## config.mk

```make
export PLATFORM = sky130hd
export DESIGN_NAME = dma_chan_ctrl
export DESIGN_NICKNAME = d
export VERILOG_FILES = /design/src/rtl/dma_chan_pkg.sv /design/src/rtl/dma_trig_sel.sv /design/src/rtl/dma_addr_step.sv /design/src/rtl/dma_chan_ctrl.sv
export SDC_FILE = /design/constraint.sdc
export NUM_CORES = 1
export LEC_CHECK = 0
export ABC_AREA = 1
export BUFFER_PORTS_ARGS = -buffer_cell sky130_fd_sc_hd__buf_2
export CAP_MARGIN = 40
export CORE_MARGIN = 10
export CORE_UTILIZATION = 57
export CTS_CLUSTER_SIZE = 16
export DETAILED_ROUTE_END_ITERATION = 16
export PLACE_DENSITY = 0.93
export SYNTH_ARGS = -nofsm -noshare
export SYNTH_HDL_FRONTEND = slang
export SYNTH_SLANG_ARGS = --single-unit
```

## constraint.sdc

```tcl
create_clock -name clk -period 3.6 [get_ports clk]
set_clock_uncertainty 0.2 [all_clocks]
set_input_delay 0.36 -clock clk [delete_from_list [all_inputs] [get_ports clk]]
set_output_delay 0.36 -clock clk [all_outputs]
set_load 0.005 [all_outputs]
```

## src/rtl/dma_chan_pkg.sv

```systemverilog
package dma_chan_pkg;

    typedef enum logic [2:0] {
        ST_IDLE,
        ST_WAIT,
        ST_XFER,
        ST_GAP,
        ST_FIN
    } chan_state_t;

    // normal-mode trigger codes
    localparam logic [3:0] NRM_EDGE  = 4'b0010;
    localparam logic [3:0] NRM_LEVEL = 4'b0011;
    localparam logic [3:0] NRM_STEAL = 4'b0110;
    localparam logic [3:0] NRM_BURST = 4'b0111;

    // block-mode trigger codes
    localparam logic [3:0] BLK_ADC     = 4'b0001;
    localparam logic [3:0] BLK_EDGE    = 4'b0010;
    localparam logic [3:0] BLK_LEVEL   = 4'b0011;
    localparam logic [3:0] BLK_PERBASE = 4'b0011; // code minus this = line index

endpackage

```

## src/rtl/dma_trig_sel.sv

```systemverilog
module dma_trig_sel
    import dma_chan_pkg::*;
#(
    parameter int NPER = 11
) (
    input  logic            clk,
    input  logic            rst_n,
    input  logic            dreq_n,
    input  logic [NPER-1:0] periph_req,
    input  logic            blk_mode,
    input  logic [3:0]      factor,
    input  logic            arm,
    input  logic            take,
    output logic            trig,
    output logic            is_steal,
    output logic            is_burst,
    output logic            is_rsvd
);
    logic s1, s2, s3, pend, fall;
    logic [3:0] pidx;

    // two-flop synchronizer plus a history flop for edge detection
    always_ff @(posedge clk or negedge rst_n) begin
        if (!rst_n) begin
            s1 <= 1'b1;
            s2 <= 1'b1;
            s3 <= 1'b1;
        end else begin
            s1 <= dreq_n;
            s2 <= s1;
            s3 <= s2;
        end
    end

    assign fall = s3 & ~s2;

    // edge memory: an edge seen while transferring is served at the next wait
    always_ff @(posedge clk or negedge rst_n) begin
        if (!rst_n)    pend <= 1'b0;
        else if (arm)  pend <= 1'b0;
        else if (take) pend <= pend & fall;
        else           pend <= pend | fall;
    end

    assign pidx = factor - BLK_PERBASE;

    always_comb begin
        trig     = 1'b0;
        is_steal = 1'b0;
        is_burst = 1'b0;
        is_rsvd  = 1'b0;
        if (!blk_mode) begin
            unique case (factor)
                NRM_EDGE:  trig = fall | pend;
                NRM_LEVEL: trig = ~s2;
                NRM_STEAL: begin trig = 1'b1; is_steal = 1'b1; end
                NRM_BURST: begin trig = 1'b1; is_burst = 1'b1; end
                default:   is_rsvd = 1'b1;
            endcase
        end else begin
            if (factor == BLK_ADC)        trig = periph_req[0];
            else if (factor == BLK_EDGE)  trig = fall | pend;
            else if (factor == BLK_LEVEL) trig = ~s2;
            else if (factor > BLK_LEVEL && int'(pidx) < NPER)
                trig = periph_req[pidx];
            else
                is_rsvd = 1'b1;
        end
    end

endmodule

```

## src/rtl/dma_addr_step.sv

```systemverilog
module dma_addr_step #(
    parameter int AW = 24
) (
    input  logic [AW-1:0] cur,
    input  logic [1:0]    ctl,
    input  logic          word,
    output logic [AW-1:0] nxt
);
    logic [AW-1:0] step;

    assign step = word ? AW'(2) : AW'(1);

    always_comb begin
        if (!ctl[1])     nxt = cur;
        else if (ctl[0]) nxt = cur - step;
        else             nxt = cur + step;
    end

endmodule

```

## src/rtl/dma_chan_ctrl.sv

```systemverilog
module dma_chan_ctrl
    import dma_chan_pkg::*;
#(
    parameter int AW   = 24,
    parameter int CW   = 16,
    parameter int BW   = 8,
    parameter int NPER = 11
) (
    input  logic            clk,
    input  logic            rst_n,
    input  logic            en,
    input  logic            blk_mode,
    input  logic [3:0]      factor,
    input  logic            word_size,
    input  logic [1:0]      dst_ctl,
    input  logic [AW-1:0]   start_addr,
    input  logic [CW-1:0]   xfer_count,
    input  logic [BW-1:0]   blk_len,
    input  logic            dreq_n,
    input  logic [NPER-1:0] periph_req,
    output logic            xfer_stb,
    output logic            xfer_word,
    output logic [AW-1:0]   dst_addr,
    output logic            busy,
    output logic            done
);
    chan_state_t state, state_nx;

    logic          en_q, arm, take, last;
    logic [AW-1:0] addr, addr_nx;
    logic [CW-1:0] cnt;
    logic [BW-1:0] blk_left, l_blen;
    logic          l_blk, l_word;
    logic [3:0]    l_fac;
    logic [1:0]    l_ctl;
    logic          trig, is_steal, is_burst, is_rsvd;

    dma_trig_sel #(.NPER(NPER)) u_trig (
        .clk        (clk),
        .rst_n      (rst_n),
        .dreq_n     (dreq_n),
        .periph_req (periph_req),
        .blk_mode   (l_blk),
        .factor     (l_fac),
        .arm        (arm),
        .take       (take),
        .trig       (trig),
        .is_steal   (is_steal),
        .is_burst   (is_burst),
        .is_rsvd    (is_rsvd)
    );

    dma_addr_step #(.AW(AW)) u_step (
        .cur  (addr),
        .ctl  (l_ctl),
        .word (l_word),
        .nxt  (addr_nx)
    );

    assign arm  = (state == ST_IDLE) && en && !en_q && (xfer_count != '0);
    assign take = (state == ST_WAIT) && en && trig;
    assign last = (cnt == CW'(1));

    // state register
    always_ff @(posedge clk or negedge rst_n) begin
        if (!rst_n) state <= ST_IDLE;
        else        state <= state_nx;
    end

    // next-state logic
    always_comb begin
        state_nx = state;
        unique case (state)
            ST_IDLE: if (arm) state_nx = ST_WAIT;
            ST_WAIT: begin
                if (!en)       state_nx = ST_IDLE;
                else if (trig) state_nx = ST_XFER;
            end
            ST_XFER: begin
                if (last)                  state_nx = ST_FIN;
                else if (blk_left > BW'(1)) state_nx = ST_XFER;
                else if (is_burst)         state_nx = ST_XFER;
                else if (is_steal)         state_nx = ST_GAP;
                else                       state_nx = ST_WAIT;
            end
            ST_GAP:  state_nx = ST_XFER;
            ST_FIN:  state_nx = ST_IDLE;
            default: state_nx = ST_IDLE;
        endcase
    end

    // channel registers
    always_ff @(posedge clk or negedge rst_n) begin
        if (!rst_n) begin
            en_q     <= 1'b0;
            addr     <= '0;
            cnt      <= '0;
            blk_left <= '0;
            l_blen   <= '0;
            l_blk    <= 1'b0;
            l_word   <= 1'b0;
            l_fac    <= '0;
            l_ctl    <= '0;
        end else begin
            en_q <= en;
            if (arm) begin
                addr     <= start_addr;
                cnt      <= xfer_count;
                blk_left <= BW'(1);
                l_blen   <= blk_len;
                l_blk    <= blk_mode;
                l_word   <= word_size;
                l_fac    <= factor;
                l_ctl    <= dst_ctl;
            end
            if (take)
                blk_left <= (l_blk && l_blen != '0) ? l_blen : BW'(1);
            if (state == ST_XFER) begin
                addr <= addr_nx;
                cnt  <= cnt - CW'(1);
                if (blk_left > BW'(1)) blk_left <= blk_left - BW'(1);
            end
        end
    end

    // outputs
    always_comb begin
        xfer_stb  = (state == ST_XFER);
        busy      = (state == ST_WAIT) || (state == ST_XFER) || (state == ST_GAP);
        done      = (state == ST_FIN);
        dst_addr  = addr;
        xfer_word = l_word;
    end

    assert_done_pulse_R9: assert property (@(posedge clk) disable iff (!rst_n)
        done |=> (!done && !busy));

    assert_fixed_addr_R3: assert property (@(posedge clk) disable iff (!rst_n)
        (xfer_stb && !l_ctl[1]) |=> (dst_addr == $past(dst_addr)));

    assert_inc_byte_R3: assert property (@(posedge clk) disable iff (!rst_n)
        (xfer_stb && l_ctl == 2'b10 && !l_word) |=> (dst_addr == $past(dst_addr) + AW'(1)));

    assert_steal_gap_R7: assert property (@(posedge clk) disable iff (!rst_n)
        (xfer_stb && is_steal && !last) |=> !xfer_stb);

    assert_burst_run_R7: assert property (@(posedge clk) disable iff (!rst_n)
        (xfer_stb && is_burst && !last) |=> xfer_stb);

    assert_rsvd_quiet_R10: assert property (@(posedge clk) disable iff (!rst_n)
        (busy && is_rsvd) |-> !xfer_stb);

endmodule

```

Yosys cells after proc, flatten, opt, wreduce, memory -nomap -nowiden
Cells that the tools add are included. W data, S select, Z words.

Flip-flop bits (word level): 72. Latch bits: 0. Bits in writable memories: 0. Memory bits (read-only): 0. Input bits: 71. Output and inout bits: 28. Word-level logic and storage cells: 91. Memories kept: 0.

$add $sub $neg: 5. Multipliers: 0. Divide/modulo/power cells: 0. Magnitude comparators: 4. Equality and inequality tests: 13. Shifts and indexed selects: 0. Multiplexer cells: 34. Bitwise gates (word level): 4. Reduce and logical (&&, ||, !) cells: 17.

Operator list (number): $mux W24 (4); $mux W8 (5); $mux W16 (2); $add A24 B24 Y24 (1); $sub A24 B24 Y24 (1); $eq A16 B1 Y1 const B (1); $reduce_bool A16 Y1 (1); $sub A16 B1 Y16 const B (1); $mux W1 (12); $mux W3 (4); $pmux W3 S4 (1); $eq A4 B2 Y1 const B (2); $eq A4 B3 Y1 const B (2); $gt A8 B1 Y1 const B (1); $mux W2 (4); $reduce_bool A8 Y1 (1); $sub A8 B1 Y8 const B (1); $logic_and A1 B1 Y1 (7); $eq A3 B2 Y1 const B (2); $lt A4 B5 Y1 const B (1); $bmux W1 S4 (1); $eq A4 B1 Y1 const B (1); $gt A4 B2 Y1 const B (1); $lt A4 B4 Y1 const B (1); other kinds (16) (19).

Longest topological paths before layout
Depth after elaboration: 12. Depth in mapped cells: 17. Depth with buffers taken out: 16.

By module
From an unflattened synthesis, not the netlist that was laid out.

Cells, all modules: 1095. Area, all modules: 6429.9 µm².

By module, submodules not included: dma_chan_ctrl (times used 1, cells an instance 582, area each 3922.5 µm², seq. area each 1701.6 µm²); dma_addr_step (times used 1, cells an instance 422, area each 1998.2 µm², seq. area each 0.0 µm²); dma_trig_sel (times used 1, cells an instance 91, area each 509.2 µm², seq. area each 103.8 µm²).

Worst setup path before layout
Ideal clock, no wire load.

Path type: register to register. From: register l_ctl[0]. To: register addr[16] (netlist: dst_addr[16]). Arrival: 2298 ps. Required time: 3284 ps. Setup slack: 986 ps. Cell stages (with the launch flop): 13. Buffers on the path: 0. Clock period less this slack: 2614 ps. Path through: dfrtp_1 > nand2_1 > fa_1 > inv_1 > nand3_1 > nand2_1 > a21boi_2 > o21ai_0 > nand4_1 > nand3_1 > nand3_1 > nand2_1 > nand2_1.

Word-level cells in the longest chain between the ends: 3.

RTL lines: from (decl) (RTL line dma_chan_ctrl.sv:35) `logic [1:0] l_ctl;`; from (signal assigned) (RTL line dma_chan_ctrl.sv:114) `l_ctl <= dst_ctl;`; $mux W24 (RTL line dma_addr_step.sv:15) `else if (ctl[0]) nxt = cur - step;`; $mux W24 (RTL line dma_addr_step.sv:14) `if (!ctl[1]) nxt = cur;`; $mux W24 (RTL line dma_chan_ctrl.sv:118) `if (state == ST_XFER) begin`; to (signal assigned) (RTL line dma_chan_ctrl.sv:107) `addr <= start_addr;`; to (signal assigned) (RTL line dma_chan_ctrl.sv:119) `addr <= addr_nx;`; to (decl) (RTL line dma_chan_ctrl.sv:30) `logic [AW-1:0] addr, addr_nx;`.

No other way between the ends. The select of a mux whose other input is x is not followed. A chain may end at the register's enable or synchronous reset.

Worst setup path after layout
From: register l_ctl[0]. To: register addr[12] (netlist: dst_addr[12]).

The elaborated chain is that of the path after synthesis.

==> metrics.yaml <==
syn_inst: 799
grt_pass1_wl_um: 24340
path_class: "flip-flop to flip-flop"
use_met1_pct: 29.13
clockBufferDepth: 2
vias: 5663
start_util_pct: 58.38
core_area_mm2: 0.009196
grt_use_total_pct: 21.65
firstDrtPassIters: 7
cp_cell_sequence: "buf_4, ha_1, nand2_1, nor2_1, nor3b_1, a21oi_1, or2_2, nand3_1, o211ai_1, nand2_1"
power_switching_share_pct: 23.88
portBuffers: 98
syn_nets: 901
path_max_fanout: 13
pwr-share-clk_pct: 42.5
layout-drive-gt1-share_pct: 15.28
final-max-slew-violation-count: 0
gp_congestion: 0.9860
worstPathArrival_ns: 2.89
vdd_drop_max_mv: 0.2713
rsz0062_at_grt: "no"
synth_cell_type_count: 46
syn2layout_area_growth_pct: 15.19
final_cell_mix: "nand2_1, nor2_1, buf_2"
ios: 99
dp_cells: 994
viasPerCell: 5.585
critPathSlowestCell: "dfrtp_1"
grt_pass1_vias: 5335
fin_nets: 1000
cts_made_buffers: 9
dieWidth_um: 117.1
hpwl_um: 11170
cts-resized-gates: 0
seq_power_share_pct: 53.0
status: "finished, final reports clean"
maxSlewHeadroom_pct: 58.43
rows: 35
p_leak_nw: 3.355
cts_sinks: 72
fin_crit_sh_pct: 77.92
hold_viol_final: 0
drtIter0Drc: 508
ys_async_sr_fraction_pct: 100.0
top_usage_layer: "met2"
critPathMaxStageDelay_ns: 0.55
htreeDepth: 3
endpoint_kind: "flip-flop"
cts_tree: "done"
grtUsageMet2_pct: 34.83
fp.dieArea_mm2: 0.01370
die_h_um: 117.1
antenna_found_initial: 0
fillCellCount: 808
startpoint_type: "flip-flop"
diodes: 0
internal_power_mw: 1.167
seq_area_frac_synth_pct: 33.63
ys_ff_latch: 72
final_common_cell: "nand2_1"
cp_num_buf_inv: 1
fmax_mhz: 356.5
switchingPower_mw: 0.3661
synth_edf_count: 0
period_needed_ns: 2.805
wire_per_inst_um: 14.32
path_delay_family: "simple AND/OR/NAND/NOR gates"
setup_tns_ns: 0
clk_pin_slew_ns: 0.08
synth_area_mm2: 0.005369
grt_max_degree: 49
ys.flop_type: "dfrtp_1"
drt-total-wl_um: 14520
p_per_area_mw_per_mm2: 248.0
critPathMostFrequentCell: "nand2_1"
drcViolationCount: 0
setup_violations: 0
insertion_delay_ns: 0.36
total_power_mw: 1.534
final_cells: 1014
drv_cap: 0
postRouteAntennaNets: 0
use_met3_pct: 4.332
cts_root_buffer: "clkbuf_8"
required_ns: 3.69
grt-ovfl-total: 0
combPwrFrac_pct: 4.6
hold_class: "input port to flip-flop"
synth_warnings: 0
worstMarginPinSlew_ns: 0.6221
avgSynthCellArea_um2: 6.720
==> power groups by stage <==
stage / registers (mW) / clock network (mW) / logic [mW]
after floorplan: 0.828 / 0 / 0.00746
after global placement: 0.828 / 0 / 0.0660
after detailed placement: 0.828 / 0 / 0.0670
after CTS: 0.812 / 0.661 / 0.0709
after global routing: 0.813 / 0.695 / 0.0798
final: 0.812 / 0.651 / 0.0699
==> final timing paths <==
kind	from	end	slack, ns	depth (start not counted)
setup / recovery	l_ctl[0]	dst_addr[12]	0.79	10
hold / removal	blk_len[0]	l_blen[0]	0.006	3
setup reg to reg	l_ctl[0]	dst_addr[12]	0.79	10
hold reg to reg	u_trig.s1	u_trig.s2	0.16	0
max in group asynchronous	rst_n	dst_addr[13]	2.20	3
min in group asynchronous	rst_n	l_fac[0]	0.25	2
==> routing by layer <==
metal  up-vias  part of all wire [%]  wire length (µm)
met2       252                    44              6399
li1       2848                     -                 -
met1      2534                    45              6525
met5         -                     0                 0
met4         0                   1.8               268
met3        29                   9.1              1324
==> repair_timing <==
| action | in CTS | in global routing |
|---|---|---|
| buffers inserted | 0 | 0 |
| hold buffers | 4 | 0 |
| hold endpoints to repair | 16 | 0 |
==> sequential cells by signal, summed over array words and instances, names as in the netlist <==
signal	flops
l_blen	8
l_blk	1
en_q	1
u_trig.s1	1
xfer_word	1
dst_addr	24
cnt	16
l_fac	4
u_trig.s3	1
state	3
u_trig.pend	1
u_trig.s2	1
l_ctl	2
blk_left	8
==> layout make-up <==
cell class                 instances  area (µm²)  area share (%)
clock buffer                       9       123.9           2.003
clock inverter                     7       71.32           1.153
inverter                          91       341.6           5.523
multi-input combinational        616        3128           50.58
sequential                        72        1805           29.19
tap                              111       138.9           2.246
timing repair buffer             108       575.6           9.306
==> cells in the mapped netlist (3+ instances only) <==
cell type,number,share of area [%]
nor4_1,8,0.93
a31oi_1,6,0.70
buf_2,12,1.1
inv_1,86,6.0
xnor2_1,3,0.49
dfstp_2,3,1.5
a21oi_1,56,5.2
xor2_1,7,1.1
o21ai_0,48,4.5
nor3_1,10,0.93
ha_1,30,7.0
or2_2,4,0.47
nor2_1,98,6.9
nand2_1,229,16
dfrtp_1,69,32
o221ai_1,3,0.49
o211ai_1,16,2.2
nand4_1,15,1.7
inv_2,4,0.28
clkbuf_1,7,0.49
nand3_1,55,5.1
==> logic make-up after synthesis <==
logic type	count (synthesis)	synth area share, %
compound gates	145	15.50
flops	72	33.63
fa+ha+maj	31	7.364
buf+inv	111	8.110
simple gates	430	33.77
xor+xnor	10	1.631
==> per-stage QoR <==
| step | util (%) | area, µm² | hold WS (ns) | setup slack [ns] |
|---|---|---|---|---|
| global route | 67.25 | 6185 | 0.007760 | 0.5649 |
| CTS | 67.25 | 6185 | 0.003635 | 0.8251 |
| detailed placement | 64.69 | 5949 | 0.09741 | 0.8659 |
| global placement | 64.69 | 5949 | 0.09606 | 0.9512 |
| floorplan | - | 5369 | -0.1356 | 0.9857 |
| finish | 67.25 | 6185 | 0.006035 | 0.7950 |
==> tightest hold or removal path: stages <==
cell     delay (ns)
buf_2          0.07
nand2_1        0.04
nand2_1        0.05
Power figures use the tool's default switching activity.
